## src/rtl/cal_pkg.sv

```systemverilog
package cal_pkg;
  localparam int F_SEC  = 0;
  localparam int F_MIN  = 1;
  localparam int F_HOUR = 2;
  localparam int F_DAY  = 3;
  localparam int F_MON  = 4;
  localparam int F_YEAR = 5;
  localparam int NFIELD = 6;

  // two decimal digits, tens in the upper nibble
  function automatic logic [7:0] to_bcd(input logic [6:0] v);
    return {4'(v / 7'd10), 4'(v % 7'd10)};
  endfunction

  function automatic logic [6:0] from_bcd(input logic [7:0] b);
    return 7'(b[7:4]) * 7'd10 + 7'(b[3:0]);
  endfunction

  function automatic logic digits_ok(input logic [7:0] b);
    return (b[7:4] <= 4'd9) && (b[3:0] <= 4'd9);
  endfunction

  function automatic logic [4:0] month_len(input logic [3:0] m, input logic leap);
    case (m)
      4'd2:                     return leap ? 5'd29 : 5'd28;
      4'd4, 4'd6, 4'd9, 4'd11:  return 5'd30;
      default:                  return 5'd31;
    endcase
  endfunction
endpackage

```

## src/rtl/cal_check.sv

```systemverilog
module cal_check
  import cal_pkg::*;
#(
  parameter int YEAR_W   = 12,
  parameter int EPOCH_LO = 1970
) (
  input  logic [YEAR_W-1:0] year,
  input  logic [3:0]        month,
  input  logic [4:0]        day,
  input  logic [4:0]        hour,
  input  logic [5:0]        minute,
  input  logic [5:0]        second,
  output logic              ok
);
  localparam int EPOCH_HI = EPOCH_LO + 99;

  logic leap, year_ok, date_ok, time_ok;

  always_comb begin
    leap    = ((year % YEAR_W'(4)) == '0 && (year % YEAR_W'(100)) != '0) ||
              ((year % YEAR_W'(400)) == '0);
    year_ok = (year >= YEAR_W'(EPOCH_LO)) && (year <= YEAR_W'(EPOCH_HI));
    date_ok = (month != 4'd0) && (month <= 4'd12) && (day != 5'd0) &&
              (day <= month_len(month, leap));
    time_ok = (hour < 5'd24) && (minute < 6'd60) && (second < 6'd60);
    ok      = year_ok && date_ok && time_ok;
  end
endmodule

```

## src/rtl/cal_bcd_enc.sv

```systemverilog
module cal_bcd_enc
  import cal_pkg::*;
#(
  parameter int YEAR_W   = 12,
  parameter int EPOCH_LO = 1970
) (
  input  logic              clk,
  input  logic              rst,
  input  logic              in_valid,
  input  logic [YEAR_W-1:0] year,
  input  logic [3:0]        month,
  input  logic [4:0]        day,
  input  logic [4:0]        hour,
  input  logic [5:0]        minute,
  input  logic [5:0]        second,
  output logic              out_done,
  output logic              out_err,
  output logic [7:0]        b_year,
  output logic [7:0]        b_month,
  output logic [7:0]        b_day,
  output logic [7:0]        b_hour,
  output logic [7:0]        b_min,
  output logic [7:0]        b_sec
);
  localparam int CENT_LO = (EPOCH_LO / 100) * 100;
  localparam int CENT_HI = CENT_LO + 100;

  logic       ok;
  logic [6:0] yy;

  cal_check #(.YEAR_W(YEAR_W), .EPOCH_LO(EPOCH_LO)) u_check (
    .year(year), .month(month), .day(day), .hour(hour),
    .minute(minute), .second(second), .ok(ok)
  );

  assign yy = (year >= YEAR_W'(CENT_HI)) ? 7'(year - YEAR_W'(CENT_HI))
                                         : 7'(year - YEAR_W'(CENT_LO));

  always_ff @(posedge clk) begin
    if (rst) begin
      out_done <= 1'b0;
      out_err  <= 1'b0;
      b_year   <= '0;
      b_month  <= '0;
      b_day    <= '0;
      b_hour   <= '0;
      b_min    <= '0;
      b_sec    <= '0;
    end else begin
      out_done <= in_valid;
      out_err  <= in_valid && !ok;
      if (in_valid && ok) begin
        b_year  <= to_bcd(yy);
        b_month <= to_bcd(7'(month));
        b_day   <= to_bcd(7'(day));
        b_hour  <= to_bcd(7'(hour));
        b_min   <= to_bcd(7'(minute));
        b_sec   <= to_bcd(7'(second));
      end
    end
  end
endmodule

```

## src/rtl/cal_bcd_dec.sv

```systemverilog
module cal_bcd_dec
  import cal_pkg::*;
#(
  parameter int YEAR_W   = 12,
  parameter int EPOCH_LO = 1970
) (
  input  logic                  clk,
  input  logic                  rst,
  input  logic                  in_valid,
  input  logic [NFIELD*8-1:0]   raw_bytes,
  output logic                  out_done,
  output logic                  out_err,
  output logic [YEAR_W-1:0]     year,
  output logic [3:0]            month,
  output logic [4:0]            day,
  output logic [4:0]            hour,
  output logic [5:0]            minute,
  output logic [5:0]            second
);
  localparam int CENT_LO = (EPOCH_LO / 100) * 100;
  localparam int CENT_HI = CENT_LO + 100;
  localparam int PIVOT   = EPOCH_LO - CENT_LO;

  logic [7:0]        clean [NFIELD];
  logic [6:0]        bin   [NFIELD];
  logic [NFIELD-1:0] good;
  logic [YEAR_W-1:0] full_year;

  for (genvar i = 0; i < NFIELD; i++) begin : g_field
    if (i == F_SEC) begin : g_halt_mask
      assign clean[i] = raw_bytes[i*8 +: 8] & 8'h7F;
    end else begin : g_plain
      assign clean[i] = raw_bytes[i*8 +: 8];
    end
    assign good[i] = digits_ok(clean[i]);
    assign bin[i]  = from_bcd(clean[i]);
  end

  assign full_year = (bin[F_YEAR] < 7'(PIVOT)) ?
                     YEAR_W'(CENT_HI) + YEAR_W'(bin[F_YEAR]) :
                     YEAR_W'(CENT_LO) + YEAR_W'(bin[F_YEAR]);

  always_ff @(posedge clk) begin
    if (rst) begin
      out_done <= 1'b0;
      out_err  <= 1'b0;
      year     <= '0;
      month    <= '0;
      day      <= '0;
      hour     <= '0;
      minute   <= '0;
      second   <= '0;
    end else begin
      out_done <= in_valid;
      out_err  <= in_valid && !(&good);
      if (in_valid && (&good)) begin
        year   <= full_year;
        month  <= 4'(bin[F_MON]);
        day    <= 5'(bin[F_DAY]);
        hour   <= 5'(bin[F_HOUR]);
        minute <= 6'(bin[F_MIN]);
        second <= 6'(bin[F_SEC]);
      end
    end
  end
endmodule

```

## src/rtl/cal_bcd_codec.sv

```systemverilog
module cal_bcd_codec
  import cal_pkg::*;
#(
  parameter int YEAR_W   = 12,
  parameter int EPOCH_LO = 1970
) (
  input  logic              clk,
  input  logic              rst,
  input  logic              enc_valid,
  input  logic [YEAR_W-1:0] enc_year,
  input  logic [3:0]        enc_month,
  input  logic [4:0]        enc_day,
  input  logic [4:0]        enc_hour,
  input  logic [5:0]        enc_min,
  input  logic [5:0]        enc_sec,
  output logic              enc_done,
  output logic              enc_err,
  output logic [7:0]        bcd_year,
  output logic [7:0]        bcd_month,
  output logic [7:0]        bcd_day,
  output logic [7:0]        bcd_hour,
  output logic [7:0]        bcd_min,
  output logic [7:0]        bcd_sec,
  input  logic              dec_valid,
  input  logic [7:0]        dec_in_year,
  input  logic [7:0]        dec_in_month,
  input  logic [7:0]        dec_in_day,
  input  logic [7:0]        dec_in_hour,
  input  logic [7:0]        dec_in_min,
  input  logic [7:0]        dec_in_sec,
  output logic              dec_done,
  output logic              dec_err,
  output logic [YEAR_W-1:0] dec_year,
  output logic [3:0]        dec_month,
  output logic [4:0]        dec_day,
  output logic [4:0]        dec_hour,
  output logic [5:0]        dec_min,
  output logic [5:0]        dec_sec
);
  logic [NFIELD*8-1:0] raw_bytes;

  always_comb begin
    raw_bytes = '0;
    raw_bytes[F_YEAR*8 +: 8] = dec_in_year;
    raw_bytes[F_MON*8  +: 8] = dec_in_month;
    raw_bytes[F_DAY*8  +: 8] = dec_in_day;
    raw_bytes[F_HOUR*8 +: 8] = dec_in_hour;
    raw_bytes[F_MIN*8  +: 8] = dec_in_min;
    raw_bytes[F_SEC*8  +: 8] = dec_in_sec;
  end

  cal_bcd_enc #(.YEAR_W(YEAR_W), .EPOCH_LO(EPOCH_LO)) u_enc (
    .clk(clk), .rst(rst), .in_valid(enc_valid),
    .year(enc_year), .month(enc_month), .day(enc_day),
    .hour(enc_hour), .minute(enc_min), .second(enc_sec),
    .out_done(enc_done), .out_err(enc_err),
    .b_year(bcd_year), .b_month(bcd_month), .b_day(bcd_day),
    .b_hour(bcd_hour), .b_min(bcd_min), .b_sec(bcd_sec)
  );

  cal_bcd_dec #(.YEAR_W(YEAR_W), .EPOCH_LO(EPOCH_LO)) u_dec (
    .clk(clk), .rst(rst), .in_valid(dec_valid), .raw_bytes(raw_bytes),
    .out_done(dec_done), .out_err(dec_err),
    .year(dec_year), .month(dec_month), .day(dec_day),
    .hour(dec_hour), .minute(dec_min), .second(dec_sec)
  );
endmodule

```

## config.mk

```make
export PLATFORM = sky130hd
export DESIGN_NAME = cal_bcd_codec
export DESIGN_NICKNAME = d
export VERILOG_FILES = /design/src/rtl/cal_pkg.sv /design/src/rtl/cal_check.sv /design/src/rtl/cal_bcd_enc.sv /design/src/rtl/cal_bcd_dec.sv /design/src/rtl/cal_bcd_codec.sv
export SDC_FILE = /design/constraint.sdc
export NUM_CORES = 1
export LEC_CHECK = 0
export CORE_ASPECT_RATIO = 2
export CORE_MARGIN = 5
export CORE_UTILIZATION = 32
export DETAILED_ROUTE_END_ITERATION = 10
export PLACE_DENSITY = 0.69
export REMOVE_ABC_BUFFERS = 1
export SLEW_MARGIN = 20
export SYNTH_ARGS = -nofsm -noshare
export SYNTH_HDL_FRONTEND = slang
export SYNTH_SLANG_ARGS = --single-unit
```

## constraint.sdc

```tcl
create_clock -name clk -period 7.95 [get_ports clk]
set_clock_uncertainty 0.05 [all_clocks]
set_input_delay 1.1925 -clock clk [delete_from_list [all_inputs] [get_ports clk]]
set_output_delay 1.1925 -clock clk [all_outputs]
set_load 0.02 [all_outputs]
```

==> out/results.ini <==
[placement]
dp.cells = 1237
hpwlAfterDp_um = 15920
numPortBuffers = 169
place_area_sq_um = 8479
routabilityCongestion = 0.9001

[synthesis]
synth_cell_types = 80
synth_area_per_cell_sq_um = 7.875
yosys_warnings = 0
synth-edff-count = 0
synth_top_area_share = 0.2450
ys_seq_area_frac = 0.2450
synth.area.top_cells = dfxtp_1 (25%), ha_1 (10%), xnor2_1 (5.8%), a21oi_1 (5.4%), nand2_1 (5.2%)
syn_area_sq_um = 6536
ys_ff_latch = 80
async_flop_share = 0
synth_flop_cell = dfxtp_1
yosys.area.top_type = dfxtp_1
synthCells = 830

[sta]
min_period_ns = 7.046
worstMarginPinSlew_ns = 0.8810
rsz0062_at_grt = false
setup-tns-final_ns = 0
fmax_mhz = 141.9
hold_viol_final = 0
fin_crit_sh = 0.8863
relSlewSlack = 0.4084
drv_slew = 0
finalSetupViolations = 0

[power_and_ir_drop]
switching_share = 0.3186
power_frac_comb = 0.322
p_leak_nw = 3.314
clkPwrFrac = 0.364
p_seq_frac = 0.313
internal_power_mw = 0.8802
p_per_area_nw_per_um2 = 146.6
peakVddDrop_v = 0.0001154
p_sw_mw = 0.4115

[cts]
cts_buffers = 9
cts.root.buffer_cell = clkbuf_16
ctsLongestPathBuffers = 2
htree_num_levels = 3
hold_buffers = 0
post_cts.repair.setup_buffers = 0
clkTransAtPathRegs_ns = 0.06
clk_latency_ns = 0.34
clkSinkCount = 80
cts_resized = 0
cts_tree = done

[job]
cap_viol_max_count = 0

[setup_path]
r2r-end = u_enc.b_year[6]$_SDFFE_PP0P_
crit_arrival_ns = 7.20
r2r-start = u_enc.b_year[6]$_SDFFE_PP0P_
reg2reg_depth = 2
r2r_slack_ns = 7.19
crit_path_end_kind = flip-flop
path_class = input port to flip-flop
crit_path_start_kind = input port
path_max_fanout = 53
critPathRequiredTime_ns = 8.10

[cells_and_area]
drive_gt1_frac = 0.05978
final_nets = 1132
n_fill_cell = 2021
area_delta_synth_final_pct = 34.78
diodes = 0
finalInstanceArea_sq_um = 8810
stdcell_count = 1253

[route]
wl_per_cell_um = 15.85
viasPerCell = 5.115
drt_iter0_markers = 336
ant_nets = 0
detail_route.first_pass.iterations = 4
wl_um = 19860
num_vias = 6409
drc_errors = 0

[grt]
met2_usage = 0.3370
grt_antenna_before_repair = 1
grt_usage = 0.1654
grt_pass1_wl_um = 31510
grt_overflow = 0
met1_usage = 0.1464
grt_pass1_vias = 6415
grt_start_max_net_pins = 74
top_usage_layer = met2
met3_usage = 0.05497

[run_status]
status = complete, no violations

[floorplan]
die_width_um = 111.1
die_y_um = 212.1
die_area_sq_um = 23560
start_util = 0.3223
rows = 74
core_sq_um = 20280
ios = 180

[hold_path]
hp-class = flip-flop to flip-flop
holdPathStages = 2
holdPathEnd = u_dec.second[4]$_SDFFE_PP0P_
holdCritStartpoint = u_dec.second[4]$_SDFFE_PP0P_

through the flow:
step           utilization  total power, mW  worst slack, ns  hold slack (ns)
6_report            0.4345            1.292           0.9042           0.4027
5_1_grt             0.4345            1.379           0.3663           0.4248
4_1_cts             0.4345            1.315           0.8508           0.4038
3_5_place_dp        0.4182           0.8307           0.4889           0.3954
3_3_place_gp        0.4182           0.8244           0.5407           0.3879
2_1_floorplan            -           0.6846           0.8210           0.4741
sequential cells by signal, summed over array words and instances, names as in the netlist:
| name | flops |
|---|---|
| u_dec.minute | 6 |
| u_enc.out_done | 1 |
| u_dec.second | 6 |
| u_dec.out_err | 1 |
| u_dec.out_done | 1 |
| u_dec.year | 11 |
| u_enc.b_hour | 6 |
| u_enc.b_day | 6 |
| u_enc.out_err | 1 |
| u_enc.b_min | 7 |
| u_dec.month | 4 |
| u_enc.b_sec | 7 |
| u_dec.day | 5 |
| u_enc.b_year | 8 |
| u_dec.hour | 5 |
| u_enc.b_month | 5 |
critical path: stages:
cell	delay [ns]
clkdlybuf4s50_1	0.54
inv_1	0.27
ha_1	0.36
nand4bb_1	0.29
a211oi_1	0.46
a211o_1	0.30
a32o_1	0.22
a21oi_1	0.10
xnor2_1	0.44
o211ai_1	0.18
xor2_1	0.24
o21ai_1	0.15
and3_1	0.18
a211o_1	0.28
mux2i_1	0.13
a21oi_1	0.22
ha_1	0.18
nor2b_1	0.04
o2111ai_1	0.17
a31oi_1	0.09
nor4_1	0.34
and2_2	0.24
buf_12	0.25
o2111ai_1	0.14
o21ai_0	0.10
nor2_1	0.05
worst max-delay path by stage:
stage,start,to,slack [ns],depth (start not counted)
floorplan,enc_year[5],u_enc.b_month[2]$_SDFFE_PP0P_,0.82,24
global placement,enc_year[4],u_enc.b_year[5]$_SDFFE_PP0P_,0.54,26
detailed placement,enc_year[4],u_enc.b_year[5]$_SDFFE_PP0P_,0.49,26
CTS,enc_year[4],u_enc.b_year[5]$_SDFFE_PP0P_,0.85,26
global route,enc_year[4],u_enc.b_year[2]$_SDFFE_PP0P_,0.37,25
finish,enc_year[4],u_enc.b_year[5]$_SDFFE_PP0P_,0.90,26
layout make-up:
cell class                 instances  area, sq um  area share
clock buffer                      11        242.7     0.02755
sequential                        80         1602      0.1818
inverter                          53        198.9     0.02258
clock inverter                     5        87.58    0.009942
tap                              266        332.8     0.03778
multi-input combinational        652         4519      0.5130
timing repair buffer             186         1827      0.2074
cells in the mapped netlist (all sizes together) (5+ instances only):
| cell | count |
|---|---|
| a211oi | 34 |
| nor4 | 7 |
| nor2b | 12 |
| xnor2 | 44 |
| a21o | 10 |
| nor3b | 5 |
| clkbuf | 34 |
| nand2 | 90 |
| o31ai | 7 |
| nand2b | 10 |
| inv | 52 |
| mux2i | 22 |
| a31oi | 11 |
| mux2 | 9 |
| and3 | 5 |
| xor2 | 9 |
| fa | 7 |
| nor3 | 19 |
| o21ai | 41 |
| and2 | 7 |
| nor2 | 75 |
| buf | 19 |
| a32oi | 5 |
| a21oi | 71 |
| nand3 | 5 |
| dfxtp | 80 |
| ha | 53 |
| o211ai | 9 |
power by group through the flow:
stage,Combinational (mW),Sequential [mW],Clock (mW)
final,0.416,0.405,0.470
after floorplan,0.267,0.418,0
after global routing,0.466,0.405,0.508
after CTS,0.419,0.405,0.491
after global placement,0.410,0.414,0
after detailed placement,0.417,0.414,0
cell usage in the layout (no fill, tap or decap), types with 4 or more instances in the layout:
cell             instances
a311oi_1                 4
a21oi_1                 70
a211oi_1                32
nand2b_1                10
mux2_2                   9
nor3b_1                  5
a31oi_1                 10
mux2i_1                 20
nand3_1                  5
o21a_1                   4
nor4_1                   7
o31ai_1                  6
conb_1                   9
o2111ai_1                4
o22ai_1                  4
buf_4                   16
nor3_1                  18
xor2_1                   9
ha_1                    53
o21ai_0                 40
nand4_1                  4
xnor2_1                 43
a32oi_1                  5
clkdlybuf4s50_1        168
and2_1                   6
o211ai_1                 9
or3_1                    4
and3_1                   5
a21o_1                  10
nor2b_1                 12
nor2_1                  75
fa_1                     7
clkbuf_16                9
dfxtp_1                 80
inv_1                   52
nand2_1                 90
routing by layer:
| layer | routed length (um) | share of wire | vias to the layer above |
|---|---|---|---|
| li1 | - | - | 3241 |
| met1 | 6774 | 0.34 | 2968 |
| met2 | 11260 | 0.57 | 169 |
| met3 | 1356 | 0.068 | 29 |
| met4 | 445 | 0.022 | 2 |
| met5 | 20 | 0.0010 | - |
cell families after synthesis:
group                    after synthesis  share of synthesized area
AO/OA/AOI/OAI                        244                     0.2536
XOR/XNOR                              54                    0.07734
adder cells (fa/ha/maj)               60                     0.1229
buffers and inverters                106                    0.06834
flip-flops                            80                     0.2450
multiplexers                          31                    0.05168
other                                  1                  0.0005737
AND/OR/NAND/NOR                      254                     0.1805
(Power assumes the default switching activity.)
